**config.mk**
```make
export PLATFORM = sky130hd
export DESIGN_NAME = fscroll_addr_gen
export DESIGN_NICKNAME = d
export VERILOG_FILES = /design/src/rtl/fsa_pkg.sv /design/src/rtl/fsa_host_regs.sv /design/src/rtl/fsa_fetch_seq.sv /design/src/rtl/fsa_addr_ctr.sv /design/src/rtl/fscroll_addr_gen.sv
export SDC_FILE = /design/constraint.sdc
export NUM_CORES = 1
export LEC_CHECK = 0
export ABC_AREA = 1
export BUFFER_PORTS_ARGS = -buffer_cell sky130_fd_sc_hd__clkbuf_2
export CAP_MARGIN = 20
export CORE_ASPECT_RATIO = 1.75
export CORE_UTILIZATION = 40
export DETAILED_ROUTE_END_ITERATION = 12
export GPL_TIMING_DRIVEN = 0
export PLACE_DENSITY = 0.69
export SYNTH_ARGS = -nofsm -noshare
export SYNTH_HDL_FRONTEND = slang
export SYNTH_SLANG_ARGS = --single-unit
```
**constraint.sdc**
```tcl
create_clock -name clk -period 3 [get_ports clk]
set_clock_uncertainty 0.2 [all_clocks]
set_input_delay 0.3 -clock clk [delete_from_list [all_inputs] [get_ports clk]]
set_output_delay 0.3 -clock clk [all_outputs]
set_load 0.1 [all_outputs]
```
**src/rtl/fsa_pkg.sv**
```systemverilog
package fsa_pkg;
  typedef enum logic [2:0] {
    SEL_BASE     = 3'd0,
    SEL_LSKIP    = 3'd1,
    SEL_SCROLL   = 3'd2,
    SEL_SCRL_ALT = 3'd3,
    SEL_COUNTER  = 3'd4
  } host_sel_e;

  // bytes covered by one fetch unit for a resolution code
  function automatic logic [3:0] unit_bytes(input logic [1:0] mode);
    case (mode)
      2'd0:    unit_bytes = 4'd8;
      2'd1:    unit_bytes = 4'd4;
      default: unit_bytes = 4'd2;
    endcase
  endfunction
endpackage

```
**src/rtl/fsa_host_regs.sv**
```systemverilog
module fsa_host_regs
  import fsa_pkg::*;
#(
  parameter int ADDR_W = 24,
  parameter int LW_W   = 8,
  parameter int SH_W   = 4
) (
  input  logic              clk,
  input  logic              rst,
  input  logic              host_we,
  input  logic [2:0]        host_sel,
  input  logic [ADDR_W-1:0] host_wdata,
  output logic [ADDR_W-1:0] base_q,
  output logic [LW_W-1:0]   lskip_q,
  output logic [SH_W-1:0]   shift_q,
  output logic              extra_en_q,
  output logic              ctr_ld,
  output logic [ADDR_W-1:0] ctr_val
);
  logic [ADDR_W-1:0] aligned;
  assign aligned = {host_wdata[ADDR_W-1:1], 1'b0};
  assign ctr_ld  = host_we && (host_sel == SEL_COUNTER);
  assign ctr_val = aligned;

  always_ff @(posedge clk) begin
    if (rst) begin
      base_q     <= '0;
      lskip_q    <= '0;
      shift_q    <= '0;
      extra_en_q <= 1'b0;
    end else if (host_we) begin
      case (host_sel)
        SEL_BASE:     base_q <= aligned;
        SEL_LSKIP:    lskip_q <= host_wdata[LW_W-1:0];
        SEL_SCROLL: begin
          shift_q    <= host_wdata[SH_W-1:0];
          extra_en_q <= 1'b1;
        end
        SEL_SCRL_ALT: begin
          shift_q    <= host_wdata[SH_W-1:0];
          extra_en_q <= 1'b0;
        end
        default: ;
      endcase
    end
  end
endmodule

```
**src/rtl/fsa_fetch_seq.sv**
```systemverilog
module fsa_fetch_seq
  import fsa_pkg::*;
#(
  parameter int UNITS_LO = 20,
  parameter int UNITS_HI = 40,
  parameter int SH_W     = 4
) (
  input  logic            clk,
  input  logic            rst,
  input  logic            line_start,
  input  logic [1:0]      mode,
  input  logic [SH_W-1:0] shift_in,
  input  logic            extra_en,
  output logic            active,
  output logic [3:0]      step_bytes,
  output logic [SH_W-1:0] pix_shift
);
  localparam int CNT_W = $clog2(UNITS_HI + 2);

  logic [CNT_W-1:0] left_q;
  logic [CNT_W-1:0] base_units;
  logic             add_unit;

  assign base_units = (mode == 2'd0) ? CNT_W'(UNITS_LO) : CNT_W'(UNITS_HI);
  assign add_unit   = extra_en && (shift_in != '0);

  always_ff @(posedge clk) begin
    if (rst) begin
      active     <= 1'b0;
      left_q     <= '0;
      step_bytes <= 4'd8;
      pix_shift  <= '0;
    end else if (line_start) begin
      active     <= 1'b1;
      left_q     <= base_units + CNT_W'(add_unit);
      step_bytes <= unit_bytes(mode);
      pix_shift  <= shift_in;
    end else if (active) begin
      left_q <= left_q - 1'b1;
      if (left_q == CNT_W'(1)) active <= 1'b0;
    end
  end
endmodule

```
**src/rtl/fsa_addr_ctr.sv**
```systemverilog
module fsa_addr_ctr #(
  parameter int ADDR_W = 24,
  parameter int LW_W   = 8
) (
  input  logic              clk,
  input  logic              rst,
  input  logic              host_ld,
  input  logic [ADDR_W-1:0] host_val,
  input  logic              frame_ld,
  input  logic [ADDR_W-1:0] base_val,
  input  logic              advance,
  input  logic [3:0]        step_bytes,
  input  logic              line_end,
  input  logic [LW_W-1:0]   lskip,
  output logic [ADDR_W-1:0] ctr_q
);
  logic [ADDR_W-1:0] unit_add;
  logic [ADDR_W-1:0] skip_add;

  assign unit_add = advance  ? ADDR_W'(step_bytes) : '0;
  assign skip_add = line_end ? ADDR_W'({lskip, 1'b0}) : '0;

  always_ff @(posedge clk) begin
    if (rst)           ctr_q <= '0;
    else if (host_ld)  ctr_q <= {host_val[ADDR_W-1:1], 1'b0};
    else if (frame_ld) ctr_q <= {base_val[ADDR_W-1:1], 1'b0};
    else               ctr_q <= ctr_q + unit_add + skip_add;
  end
endmodule

```
**src/rtl/fscroll_addr_gen.sv**
```systemverilog
module fscroll_addr_gen #(
  parameter int ADDR_W   = 24,
  parameter int LW_W     = 8,
  parameter int SH_W     = 4,
  parameter int UNITS_LO = 20,
  parameter int UNITS_HI = 40
) (
  input  logic              clk,
  input  logic              rst,
  input  logic              host_we,
  input  logic [2:0]        host_sel,
  input  logic [ADDR_W-1:0] host_wdata,
  input  logic [1:0]        res_mode,
  input  logic              line_start,
  input  logic              line_end,
  input  logic              vblank,
  output logic              fetch_req,
  output logic [ADDR_W-1:0] fetch_addr,
  output logic [SH_W-1:0]   pix_shift
);
  logic [ADDR_W-1:0] base_q, ctr_val, ctr_q;
  logic [LW_W-1:0]   lskip_q;
  logic [SH_W-1:0]   shift_q;
  logic              extra_en_q, ctr_host_ld, seq_active;
  logic [3:0]        step_bytes;

  fsa_host_regs #(.ADDR_W(ADDR_W), .LW_W(LW_W), .SH_W(SH_W)) u_regs (
    .clk, .rst, .host_we, .host_sel, .host_wdata,
    .base_q, .lskip_q, .shift_q, .extra_en_q,
    .ctr_ld(ctr_host_ld), .ctr_val
  );

  fsa_fetch_seq #(.UNITS_LO(UNITS_LO), .UNITS_HI(UNITS_HI), .SH_W(SH_W)) u_seq (
    .clk, .rst, .line_start, .mode(res_mode), .shift_in(shift_q),
    .extra_en(extra_en_q), .active(seq_active), .step_bytes, .pix_shift
  );

  fsa_addr_ctr #(.ADDR_W(ADDR_W), .LW_W(LW_W)) u_ctr (
    .clk, .rst, .host_ld(ctr_host_ld), .host_val(ctr_val),
    .frame_ld(vblank), .base_val(base_q), .advance(seq_active),
    .step_bytes, .line_end, .lskip(lskip_q), .ctr_q
  );

  always_ff @(posedge clk) begin
    if (rst) begin
      fetch_req  <= 1'b0;
      fetch_addr <= '0;
    end else begin
      fetch_req  <= seq_active;
      fetch_addr <= seq_active ? ctr_q : fetch_addr;
    end
  end
endmodule

```
==> flow_summary_export.csv <==
group,metric,value,unit
grt,grt_use_total,0.232,
grt,met2_usage,0.426,
die,num_rows,52,
flow_run,maxCapViolCount,0,
power_and_ir_drop,p_leak,0.00261,uW
critical_path,crit_required,3.08,ns
die,start_util,0.411,
worst_hold_path,hold_class,"primary input to flop",
clock_network,clk_latency,0.35,ns
clock_network,cts_tree,"done",
cells_and_area,syn_to_final_growth,19.0,%
critical_path,path_class,"flop to flop",
synthesis,synth_cell_types,32,
clock_network,clock_sinks,97,
critical_path,cp_max_fo,16,
detailed_routing,routed_via_density,5.22,
timing,setup_violations,0,
grt,use_met3,0.0444,
timing,max_clock_freq,0.350,GHz
synthesis,synth_most_common_cell,"nand2_1",
grt,grt_use_met1,0.241,
timing,fin_ws,0.141,ns
synthesis,syn_nets,739,
detailed_routing,drc_errors,0,
grt,grt-busiest-layer,"met2",
synthesis,ys_async_sr_fraction,0,
critical_path,r2r_slack,0.14,ns
die,die_x,84.7,um
grt,grt_max_degree,18,
cells_and_area,seq_area,1950,um^2
detailed_routing,drt-pass1-iter-count,5,
detailed_routing,drt_iter0_drc,262,
clock_network,cts_buffers,9,
cells_and_area,n_fill_cell,1166,
grt,antenna_found_initial,0,
power_and_ir_drop,ir_worst_vdd,0.000328,V
synthesis,synth_area_leaders,"dfxtp_1 (41%), nand2_1 (9.8%), o21ai_0 (8.7%)",
die,die_h,147,um
place,numPortBuffers,59,
grt,grt_pass1_wl,22200,um
cells_and_area,nets,818,
synthesis,syn-cell-area,4790,um^2
clock_network,clock_path_buffers,2,
run_status,status,"completed",
synthesis,synth.largest_area_cell,"dfxtp_1",
synthesis,avgSynthCellArea,6.99,um^2
timing,hold_viol,0,
clock_network,htreeDepth,3,
critical_path,endpoint_kind,"flop",
timing,setup_tns,0,ns
power_and_ir_drop,finalPower,3180,uW
detailed_routing,wl,13800,um
detailed_routing,dr_total_vias,4717,
clock_network,clkTransAtPathRegs,0.07,ns
place,place.gp.congestion,0.935,
synthesis,yosysSeqAreaShare,0.405,
timing,slew_viol_final,0,
timing,whs,0.00395,ns
detailed_routing,wire_per_inst,15.3,um
synthesis,synthTopCellsByCount,"nand2_1 (125), nor2_1 (98), dfxtp_1 (97)",
synthesis,synth-edff-count,0,
synthesis,ys_ff_latch,97,
power_and_ir_drop,p_per_area,558,nW/um^2
cells_and_area,diodes,0,
synthesis,synth_top_area_frac,0.405,
die,core,11600,um^2
timing,post-route-period-util,0.953,
detailed_routing,drtAntennaViolNets,0,
die,io_pins,64,
cells_and_area,multi_input_area,2460,um^2
critical_path,cp-start-kind,"flop",
place,pre_cts_slack,-0.590,ns
critical_path,cp.arrival,2.94,ns
timing,tightest_slew,0.690,ns
grt,globalRoute.totalOverflow,0,
timing,min_period,2.86,ns
cells_and_area,drive_gt1_frac,0.148,
timing,slew_headroom,0.540,
grt,grt_pass1_vias,4587,
synthesis,yosys_warnings,0,
place,hpwl,10400,um
synthesis,ys.flop_type,"dfxtp_1",
clock_network,cts-root-buf,"clkbuf_16",
synthesis,syn_inst,685,
die,die_area,12400,um^2
## cell usage in the layout (no fill, tap or decap), types with 3 or more instances in the layout
master	n
o21ai_0	83
fa_1	3
nand4_1	8
a31oi_1	4
buf_4	9
nand2_2	6
ha_1	14
clkbuf_1	20
clkbuf_16	9
dlygate4sd3_1	7
nand3_2	6
nor3_1	6
nand3_1	33
clkbuf_2	59
a21oi_2	3
inv_1	73
a21oi_1	73
nor2_1	98
buf_2	5
xor2_1	8
dfxtp_1	96
nand2_1	121
## worst max-delay path, stage by stage, from the launching register on
cell and delay (ns):
dfxtp_4 0.45, nand2_2 0.11, fa_1 0.49, inv_1 0.04
ha_2 0.20, fa_2 0.42, nand3_1 0.11, nand3_2 0.14
buf_4 0.17, buf_4 0.12, xor2_1 0.13, nand2_1 0.08
a21oi_1 0.12
## routing by layer
layer | share of wire | vias to the layer above
met3 | 0.040 | 47
met2 | 0.52 | 137
met5 | 0 | -
li1 | - | 2384
met1 | 0.38 | 2149
met4 | 0.053 | 0
## cell type report
class	instances	share of cell area
timing repair buffer	70	0.0694
tap	135	0.0296
clock inverter	6	0.0129
inverter	74	0.0487
multi-input combinational	482	0.432
clock buffer	10	0.0419
sequential	97	0.341
buffer	30	0.0241
## through the flow
stage	utilization	instances	cell area (um^2)
final	0.489	904	5700
after global routing	0.489	904	5700
after CTS	0.485	901	5650
after detailed placement	0.451	879	5250
after global placement	0.451	879	5250
after floorplan	-	685	4790
## power breakdown
group          leakage, uW  switching (uW)  internal [uW]
Clock             0.000147             540            680
Sequential        0.000795            47.3           1360
Combinational      0.00167             423            131
## kinds of logic after synthesis
kind of cell | count (synthesis) | synth area share
compound gates | 166 | 0.177
xor+xnor | 9 | 0.0165
fa+ha+maj | 19 | 0.0559
buf+inv | 106 | 0.0883
flops | 97 | 0.405
other cells | 1 | 0.000783
simple gates | 287 | 0.256
## sequential cells by signal, summed over array words and instances (netlist names)
name and flops:
u_regs.base_q 23, fetch_addr 23, u_regs.extra_en_q 1, u_seq.left_q 6
u_regs.shift_q 4, u_seq.step_bytes 3, u_ctr.ctr_q 23, u_seq.pix_shift 4
u_seq.active 1, fetch_req 1, u_regs.lskip_q 8
## repair_timing
| action | in CTS | in global routing |
|---|---|---|
| setup endpoints to repair | 19 | 7 |
| pin swaps | 0 | 2 |
| cloned | 0 | 0 |
| endpoints found under the hold margin | 7 | 0 |
| gates resized for setup | 6 | 10 |
| hold buffers | 7 | 0 |
| buffers inserted | 0 | 4 |
## path summary, 6_finish.rpt
check,startpoint,end,depth (start not counted)
max,u_seq.active$_SDFF_PP0_,u_ctr.ctr_q[6]$_SDFF_PP0_,12
min,host_wdata[16],u_ctr.ctr_q[16]$_SDFF_PP0_,3
max reg2reg,u_seq.active$_SDFF_PP0_,u_ctr.ctr_q[6]$_SDFF_PP0_,12
min reg2reg,u_regs.base_q[17]$_SDFFE_PP0P_,u_regs.base_q[17]$_SDFFE_PP0P_,2
No activity file was read; power rests on OpenSTA's default activity.
